[config.mk]
export PLATFORM = sky130hd
export DESIGN_NAME = rdfmt_top
export DESIGN_NICKNAME = d
export VERILOG_FILES = /design/src/rtl/rdfmt_pkg.sv /design/src/rtl/rdfmt_snapshot.sv /design/src/rtl/rdfmt_sequencer.sv /design/src/rtl/rdfmt_top.sv
export SDC_FILE = /design/constraint.sdc
export NUM_CORES = 1
export LEC_CHECK = 0
export BUFFER_PORTS_ARGS = -buffer_cell sky130_fd_sc_hd__clkbuf_2
export CORE_ASPECT_RATIO = 0.6
export CORE_MARGIN = 10
export CORE_UTILIZATION = 48
export DETAILED_ROUTE_END_ITERATION = 6
export GPL_ROUTABILITY_DRIVEN = 0
export PLACE_DENSITY = 0.81
export SETUP_SLACK_MARGIN = 0.05
export SYNTH_ARGS = -nofsm -noshare
export SYNTH_HDL_FRONTEND = slang
export SYNTH_SLANG_ARGS = --single-unit
[constraint.sdc]
create_clock -name clk -period 3.12 [get_ports clk]
set_input_delay 0.936 -clock clk [delete_from_list [all_inputs] [get_ports clk]]
set_output_delay 0.936 -clock clk [all_outputs]
set_load 0.01 [all_outputs]
[src/rtl/rdfmt_pkg.sv]
package rdfmt_pkg;
  parameter int BYTE_W       = 8;
  parameter int FULL_BYTES   = 3;
  parameter int NARROW_BYTES = 2;
  localparam int FULL_W = BYTE_W * FULL_BYTES;
  localparam int CNT_W  = $clog2(FULL_BYTES + 2);

  // Saturation rule applied at capture time.
  function automatic logic [FULL_W-1:0] clamp_result(
    input logic [FULL_W-1:0] raw,
    input logic              oor,
    input logic              oor_hi,
    input logic              clamp_on
  );
    if (clamp_on && oor) return oor_hi ? {FULL_W{1'b1}} : {FULL_W{1'b0}};
    return raw;
  endfunction

  // Byte k of the MSB-first stream; identical for narrow width (top bytes).
  function automatic logic [BYTE_W-1:0] data_byte(
    input logic [FULL_W-1:0] word,
    input logic [CNT_W-1:0]  idx
  );
    logic [FULL_W-1:0] sh;
    int unsigned       pos;
    pos = (int'(idx) < FULL_BYTES) ? (FULL_BYTES - 1 - int'(idx)) : 0;
    sh  = word >> (BYTE_W * pos);
    return sh[BYTE_W-1:0];
  endfunction

  // Slot count of a read.
  function automatic logic [CNT_W-1:0] slot_total(
    input logic with_stat,
    input logic with_data,
    input logic wide
  );
    logic [CNT_W-1:0] nd;
    nd = wide ? CNT_W'(FULL_BYTES) : CNT_W'(NARROW_BYTES);
    return (with_stat ? CNT_W'(1) : CNT_W'(0)) + (with_data ? nd : CNT_W'(0));
  endfunction
endpackage

[src/rtl/rdfmt_snapshot.sv]
module rdfmt_snapshot
  import rdfmt_pkg::*;
(
  input  logic              clk,
  input  logic              rst_n,
  input  logic              take,
  input  logic              hold,
  input  logic [FULL_W-1:0] res_in,
  input  logic              oor_flag,
  input  logic              oor_high,
  input  logic              clamp_en,
  input  logic [BYTE_W-1:0] status_in,
  output logic [FULL_W-1:0] snap_word,
  output logic [BYTE_W-1:0] snap_stat
);
  logic [FULL_W-1:0] fmt_word;
  assign fmt_word = clamp_result(res_in, oor_flag, oor_high, clamp_en);

  always_ff @(posedge clk or negedge rst_n) begin
    if (!rst_n) begin
      snap_word <= '0;
      snap_stat <= '0;
    end else if (take) begin
      snap_word <= fmt_word;
      snap_stat <= status_in;
    end
  end

  assert_snap_frozen_R9: assert property (@(posedge clk) disable iff (!rst_n)
    hold |=> ($stable(snap_word) && $stable(snap_stat)));
  assert_clamp_high_R4: assert property (@(posedge clk) disable iff (!rst_n)
    (take && clamp_en && oor_flag && oor_high) |=> (snap_word == {FULL_W{1'b1}}));
  assert_clamp_low_R4: assert property (@(posedge clk) disable iff (!rst_n)
    (take && clamp_en && oor_flag && !oor_high) |=> (snap_word == {FULL_W{1'b0}}));
  assert_passthru_R5: assert property (@(posedge clk) disable iff (!rst_n)
    (take && !clamp_en) |=> (snap_word == $past(res_in)));
endmodule

[src/rtl/rdfmt_sequencer.sv]
module rdfmt_sequencer
  import rdfmt_pkg::*;
(
  input  logic             clk,
  input  logic             rst_n,
  input  logic             rd_start,
  input  logic             rd_sel,
  input  logic             dump_en,
  input  logic             cont_rd,
  input  logic             wide_sel,
  input  logic             byte_done,
  output logic             accept,
  output logic             busy,
  output logic             load,
  output logic             last,
  output logic             stat_slot,
  output logic [CNT_W-1:0] data_idx
);
  logic             chain;
  logic             want_stat, want_data;
  logic [CNT_W-1:0] pos, total;
  logic             has_stat;
  logic             advance, finish;

  assign chain     = dump_en | cont_rd;
  assign want_stat = chain | ~rd_sel;
  assign want_data = chain | rd_sel;
  assign accept    = rd_start & ~busy;
  assign last      = busy & (pos == total - CNT_W'(1));
  assign advance   = busy & byte_done & ~last;
  assign finish    = busy & byte_done & last;
  assign stat_slot = has_stat & (pos == '0);
  assign data_idx  = has_stat ? pos - CNT_W'(1) : pos;

  always_ff @(posedge clk or negedge rst_n) begin
    if (!rst_n) begin
      busy     <= 1'b0;
      load     <= 1'b0;
      pos      <= '0;
      total    <= '0;
      has_stat <= 1'b0;
    end else begin
      load <= 1'b0;
      if (accept) begin
        busy     <= 1'b1;
        load     <= 1'b1;
        pos      <= '0;
        has_stat <= want_stat;
        total    <= slot_total(want_stat, want_data, wide_sel);
      end else if (advance) begin
        pos  <= pos + CNT_W'(1);
        load <= 1'b1;
      end else if (finish) begin
        busy <= 1'b0;
        pos  <= '0;
      end
    end
  end

  assert_load_in_xfer_R10: assert property (@(posedge clk) disable iff (!rst_n)
    load |-> busy);
  assert_pos_bound_R2: assert property (@(posedge clk) disable iff (!rst_n)
    busy |-> (pos < total));
  assert_finish_idle_R10: assert property (@(posedge clk) disable iff (!rst_n)
    finish |=> (!busy && !load));
  assert_no_load_wo_done_R10: assert property (@(posedge clk) disable iff (!rst_n)
    (busy && !byte_done) |=> !load);
endmodule

[src/rtl/rdfmt_top.sv]
module rdfmt_top
  import rdfmt_pkg::*;
(
  input  logic              clk,
  input  logic              rst_n,
  input  logic [FULL_W-1:0] res_in,
  input  logic              oor_flag,
  input  logic              oor_high,
  input  logic [BYTE_W-1:0] status_in,
  input  logic              wide_sel,
  input  logic              clamp_en,
  input  logic              dump_en,
  input  logic              cont_rd,
  input  logic              rd_start,
  input  logic              rd_sel,
  input  logic              byte_done,
  output logic [BYTE_W-1:0] byte_out,
  output logic              byte_load,
  output logic              xfer_busy,
  output logic              xfer_last
);
  logic              accept, busy, stat_slot;
  logic [CNT_W-1:0]  data_idx;
  logic [FULL_W-1:0] snap_word;
  logic [BYTE_W-1:0] snap_stat;

  rdfmt_sequencer seq_i (
    .clk(clk), .rst_n(rst_n), .rd_start(rd_start), .rd_sel(rd_sel),
    .dump_en(dump_en), .cont_rd(cont_rd), .wide_sel(wide_sel),
    .byte_done(byte_done), .accept(accept), .busy(busy), .load(byte_load),
    .last(xfer_last), .stat_slot(stat_slot), .data_idx(data_idx)
  );

  rdfmt_snapshot snap_i (
    .clk(clk), .rst_n(rst_n), .take(accept), .hold(busy), .res_in(res_in),
    .oor_flag(oor_flag), .oor_high(oor_high), .clamp_en(clamp_en),
    .status_in(status_in), .snap_word(snap_word), .snap_stat(snap_stat)
  );

  assign xfer_busy = busy;

  always_comb begin
    if (!busy)          byte_out = '0;
    else if (stat_slot) byte_out = snap_stat;
    else                byte_out = data_byte(snap_word, data_idx);
  end

  assert_idle_quiet_R1: assert property (@(posedge clk) disable iff (!rst_n)
    !xfer_busy |-> (byte_out == '0 && !byte_load && !xfer_last));
endmodule

==> impl_metrics.py <==
metrics = {
    "setup_path": {
        "path_class": "reg2out",
        "crit_path_max_incr_delay_ps": 410,
        "crit_required_ps": 2180,
        "critPathMostFrequentCell": "ha_4",
        "cp_data_arrival_time_ps": 2340,
        "path_cells": "inv_2 > ha_4 > a21oi_4 > ha_4 > buf_6 > nor2_4 > o32ai_2 > o31ai_1 > o21ai_1 > buf_2",
        "path_max_fanout": 5,
        "start_kind": "register",
        "slowest_stage": "dfrtp_1",
        "critPathCaptureType": "output pin",
    },
    "routing": {
        "ant_nets": 0,
        "wl_per_cell_um": 16.8,
        "num_vias": 2151,
        "drc": 0,
        "drt-total-wl_um": 6550,
        "viasPerCell": 5.53,
        "drt_iter0_drc": 227,
        "drtPass1Iterations": 4,
    },
    "clock_tree": {
        "cts_tree": "built",
        "cts_buffers": 5,
        "cts-root-buf": "clkbuf_8",
        "ctsHtreeMaxLevel": 2,
        "clk_pin_slew_ps": 80,
        "clock_path_buffers": 2,
        "clk_latency_ps": 310,
        "postCtsHoldBufs": 0,
        "clkSinkCount": 41,
    },
    "layout": {
        "final_common_cell": "clkbuf_2",
        "fin_nets": 375,
        "n_antenna_cell": 0,
        "fin_util_pct": 63.9,
        "final_cell_mix": "48 x clkbuf_2, 46 x nand2_1, 42 x a21oi_1",
        "layout-drive-gt1-share_pct": 32.8,
        "layout.cells.non_filler": 389,
        "syn2layout_area_growth_pct": 28.6,
    },
    "power_and_ir_drop": {
        "power_uw": 4320,
        "switching_share_pct": 45.6,
        "power_leakage_uw": 0.00136,
        "p_switching_uw": 1970,
        "power_density_nw_per_um2": 1470,
        "ir_drop_mv": 0.957,
        "p_clk_share_pct": 10.5,
        "sequentialPowerShare_pct": 23.2,
        "combPwrFrac_pct": 66.3,
        "p_int_uw": 2350,
    },
    "logic_synthesis": {
        "syn_area_per_cell_sq_um": 8.47,
        "synth_cells": 269,
        "synth_area_sq_um": 2280,
        "syn_nets": 319,
        "ys_seq_area_share_pct": 45.0,
        "yosys_warnings": 0,
        "synth_seq_cells": 41,
        "synth_cell_types": 37,
    },
    "sta": {
        "skew_ps": 7.87,
        "layout_min_cycle_time_ps": 3280,
        "tightest_slew_ps": 895,
        "rsz0062_at_grt": "yes",
        "max_freq_mhz": 305,
        "slew_viol_final": 0,
        "slew_headroom_pct": 40.3,
        "setup_violations": 8,
        "final-hold-violation-count": 0,
        "holdWs_ps": 480,
        "timing.final.ws_setup_ps": -159,
        "final.period_utilization_pct": 105,
    },
    "status": {
        "violations": "setup timing",
        "outcome": "finished, violations left",
    },
    "place": {
        "hpwl_um": 4500,
        "place_ws_ps": 101,
        "dp_cells": 376,
        "io_buffers": 53,
    },
    "global_routing": {
        "grt_pass1_vias": 2090,
        "top_usage_layer": "met1",
        "grt_pass1_wl_um": 10400,
        "met1_usage_pct": 23.7,
        "antenna_found_initial": 0,
        "gr-total-overflow": 0,
        "grt_util_met2_pct": 22.3,
        "track_usage_pct": 16.4,
        "grt_max_degree": 42,
        "met3_usage_pct": 5.33,
    },
    "floorplanning": {
        "fp.dieW_um": 109,
        "pin_count": 54,
        "die_area_sq_um": 7990,
        "core_sq_um": 4590,
        "die_h_um": 73.4,
        "rows": 19,
        "initial_core_util_pct": 49.7,
    },
    "flow_run": {
        "maxCapViolCount": 0,
    },
    "worst_hold_path": {
        "hp-class": "reg2reg",
    },
}
[sequential cells by signal, summed over array words and instances (netlist names)]
signal	flops
seq_i.busy	1
seq_i.has_stat	1
snap_i.snap_word	24
seq_i.load	1
seq_i.total	3
snap_i.snap_stat	8
seq_i.pos	3
[what timing repair did]
item                                    in CTS  in global routing
gates cloned                                 1                  0
pin swaps                                   17                 16
hold endpoints to repair                     0                  0
setup buffers                                4                  0
gates resized for setup                     24                 16
endpoints found under the setup margin       8                  8
[layout make-up]
class	count	area, sq um
clock buffer	6	82.6
clock inverter	2	37.5
fill	384	1660
inverter	13	48.8
multi-input combinational	195	1260
sequential	41	1030
tap	63	78.8
timing repair buffer	69	397
[power by group through the flow]
stage | Clock, uW | Sequential [uW] | Combinational [uW]
floorplan | 0 | 904 | 1530
global placement | 0 | 970 | 2080
detailed placement | 0 | 973 | 2140
CTS | 457 | 982 | 2600
global route | 485 | 1020 | 3100
finish | 455 | 1000 | 2860
[path summary, 6_finish.rpt]
| check | end | cells after the start | start | slack [ps] |
|---|---|---|---|---|
| max in group asynchronous | seq_i.has_stat | 2 | rst_n | 2060 |
| min in group asynchronous | snap_i.snap_word[9] | 2 | rst_n | 690 |
| max | byte_out[3] | 10 | seq_i.pos[1] | -160 |
| max reg2reg | snap_i.snap_word[12] | 4 | seq_i.busy | 1340 |
| min | snap_i.snap_stat[3] | 2 | snap_i.snap_stat[3] | 480 |
| min reg2reg | snap_i.snap_stat[3] | 2 | snap_i.snap_stat[3] | 480 |
[per-layer routing]
metal,up-vias,routed length (um)
met3,13,553
met4,0,124
met1,1020,3170
li1,1043,-
met2,75,2700
met5,-,0
[worst max-delay path: cells and delay by family, from the launching register on]
kind,cells,cell delay (ps)
adders and majority gates,2,450
AOI/OAI and AO/OA,4,680
DFF,1,410
and+or+nand+nor,1,100
buffers and inverters,3,410
[logic make-up after synthesis]
group | Yosys count | share of synthesized area, %
flops | 41 | 45.0
fa+ha+maj | 7 | 3.84
xor+xnor | 4 | 2.97
buf+inv | 33 | 6.54
compound gates | 95 | 25.6
simple gates | 89 | 16.0
[stage by stage]
| step | cell area (sq um) | setup TNS (ps) |
|---|---|---|
| floorplan | 2280 | 0 |
| global placement | 2610 | 0 |
| detailed placement | 2610 | 0 |
| CTS | 2880 | -222 |
| global route | 2930 | -1570 |
| finish | 2930 | -911 |
[cell usage after synthesis]
cell,n,area share [%]
nor3b_1,1,0.33
o32ai_1,7,2.7
o21ai_1,1,0.22
and2_1,1,0.27
dfrtp_1,41,45
o211ai_1,1,0.33
a32o_1,1,0.44
a21oi_1,43,9.4
clkbuf_1,13,2.1
a2bb2oi_1,1,0.38
o21a_1,2,0.66
a22oi_1,1,0.33
buf_1,2,0.33
or2_0,1,0.27
o22a_1,1,0.38
a31o_1,1,0.38
a22oi_2,1,0.55
o21ai_0,12,2.6
o31ai_1,7,2.3
xnor3_1,1,0.99
a211oi_1,7,2.3
xor2_4,1,1.2
nand2_1,46,7.6
buf_6,3,1.5
or3_1,1,0.27
and3_1,1,0.27
nor3_1,1,0.22
nand2b_1,2,0.55
buf_2,2,0.44
xor2_1,2,0.77
a22o_1,1,0.38
nand3_1,2,0.44
nor2_1,30,4.9
ha_1,7,3.8
inv_1,13,2.1
a31oi_1,8,2.2
nor2b_1,3,0.82
(Power assumes the default switching activity.)
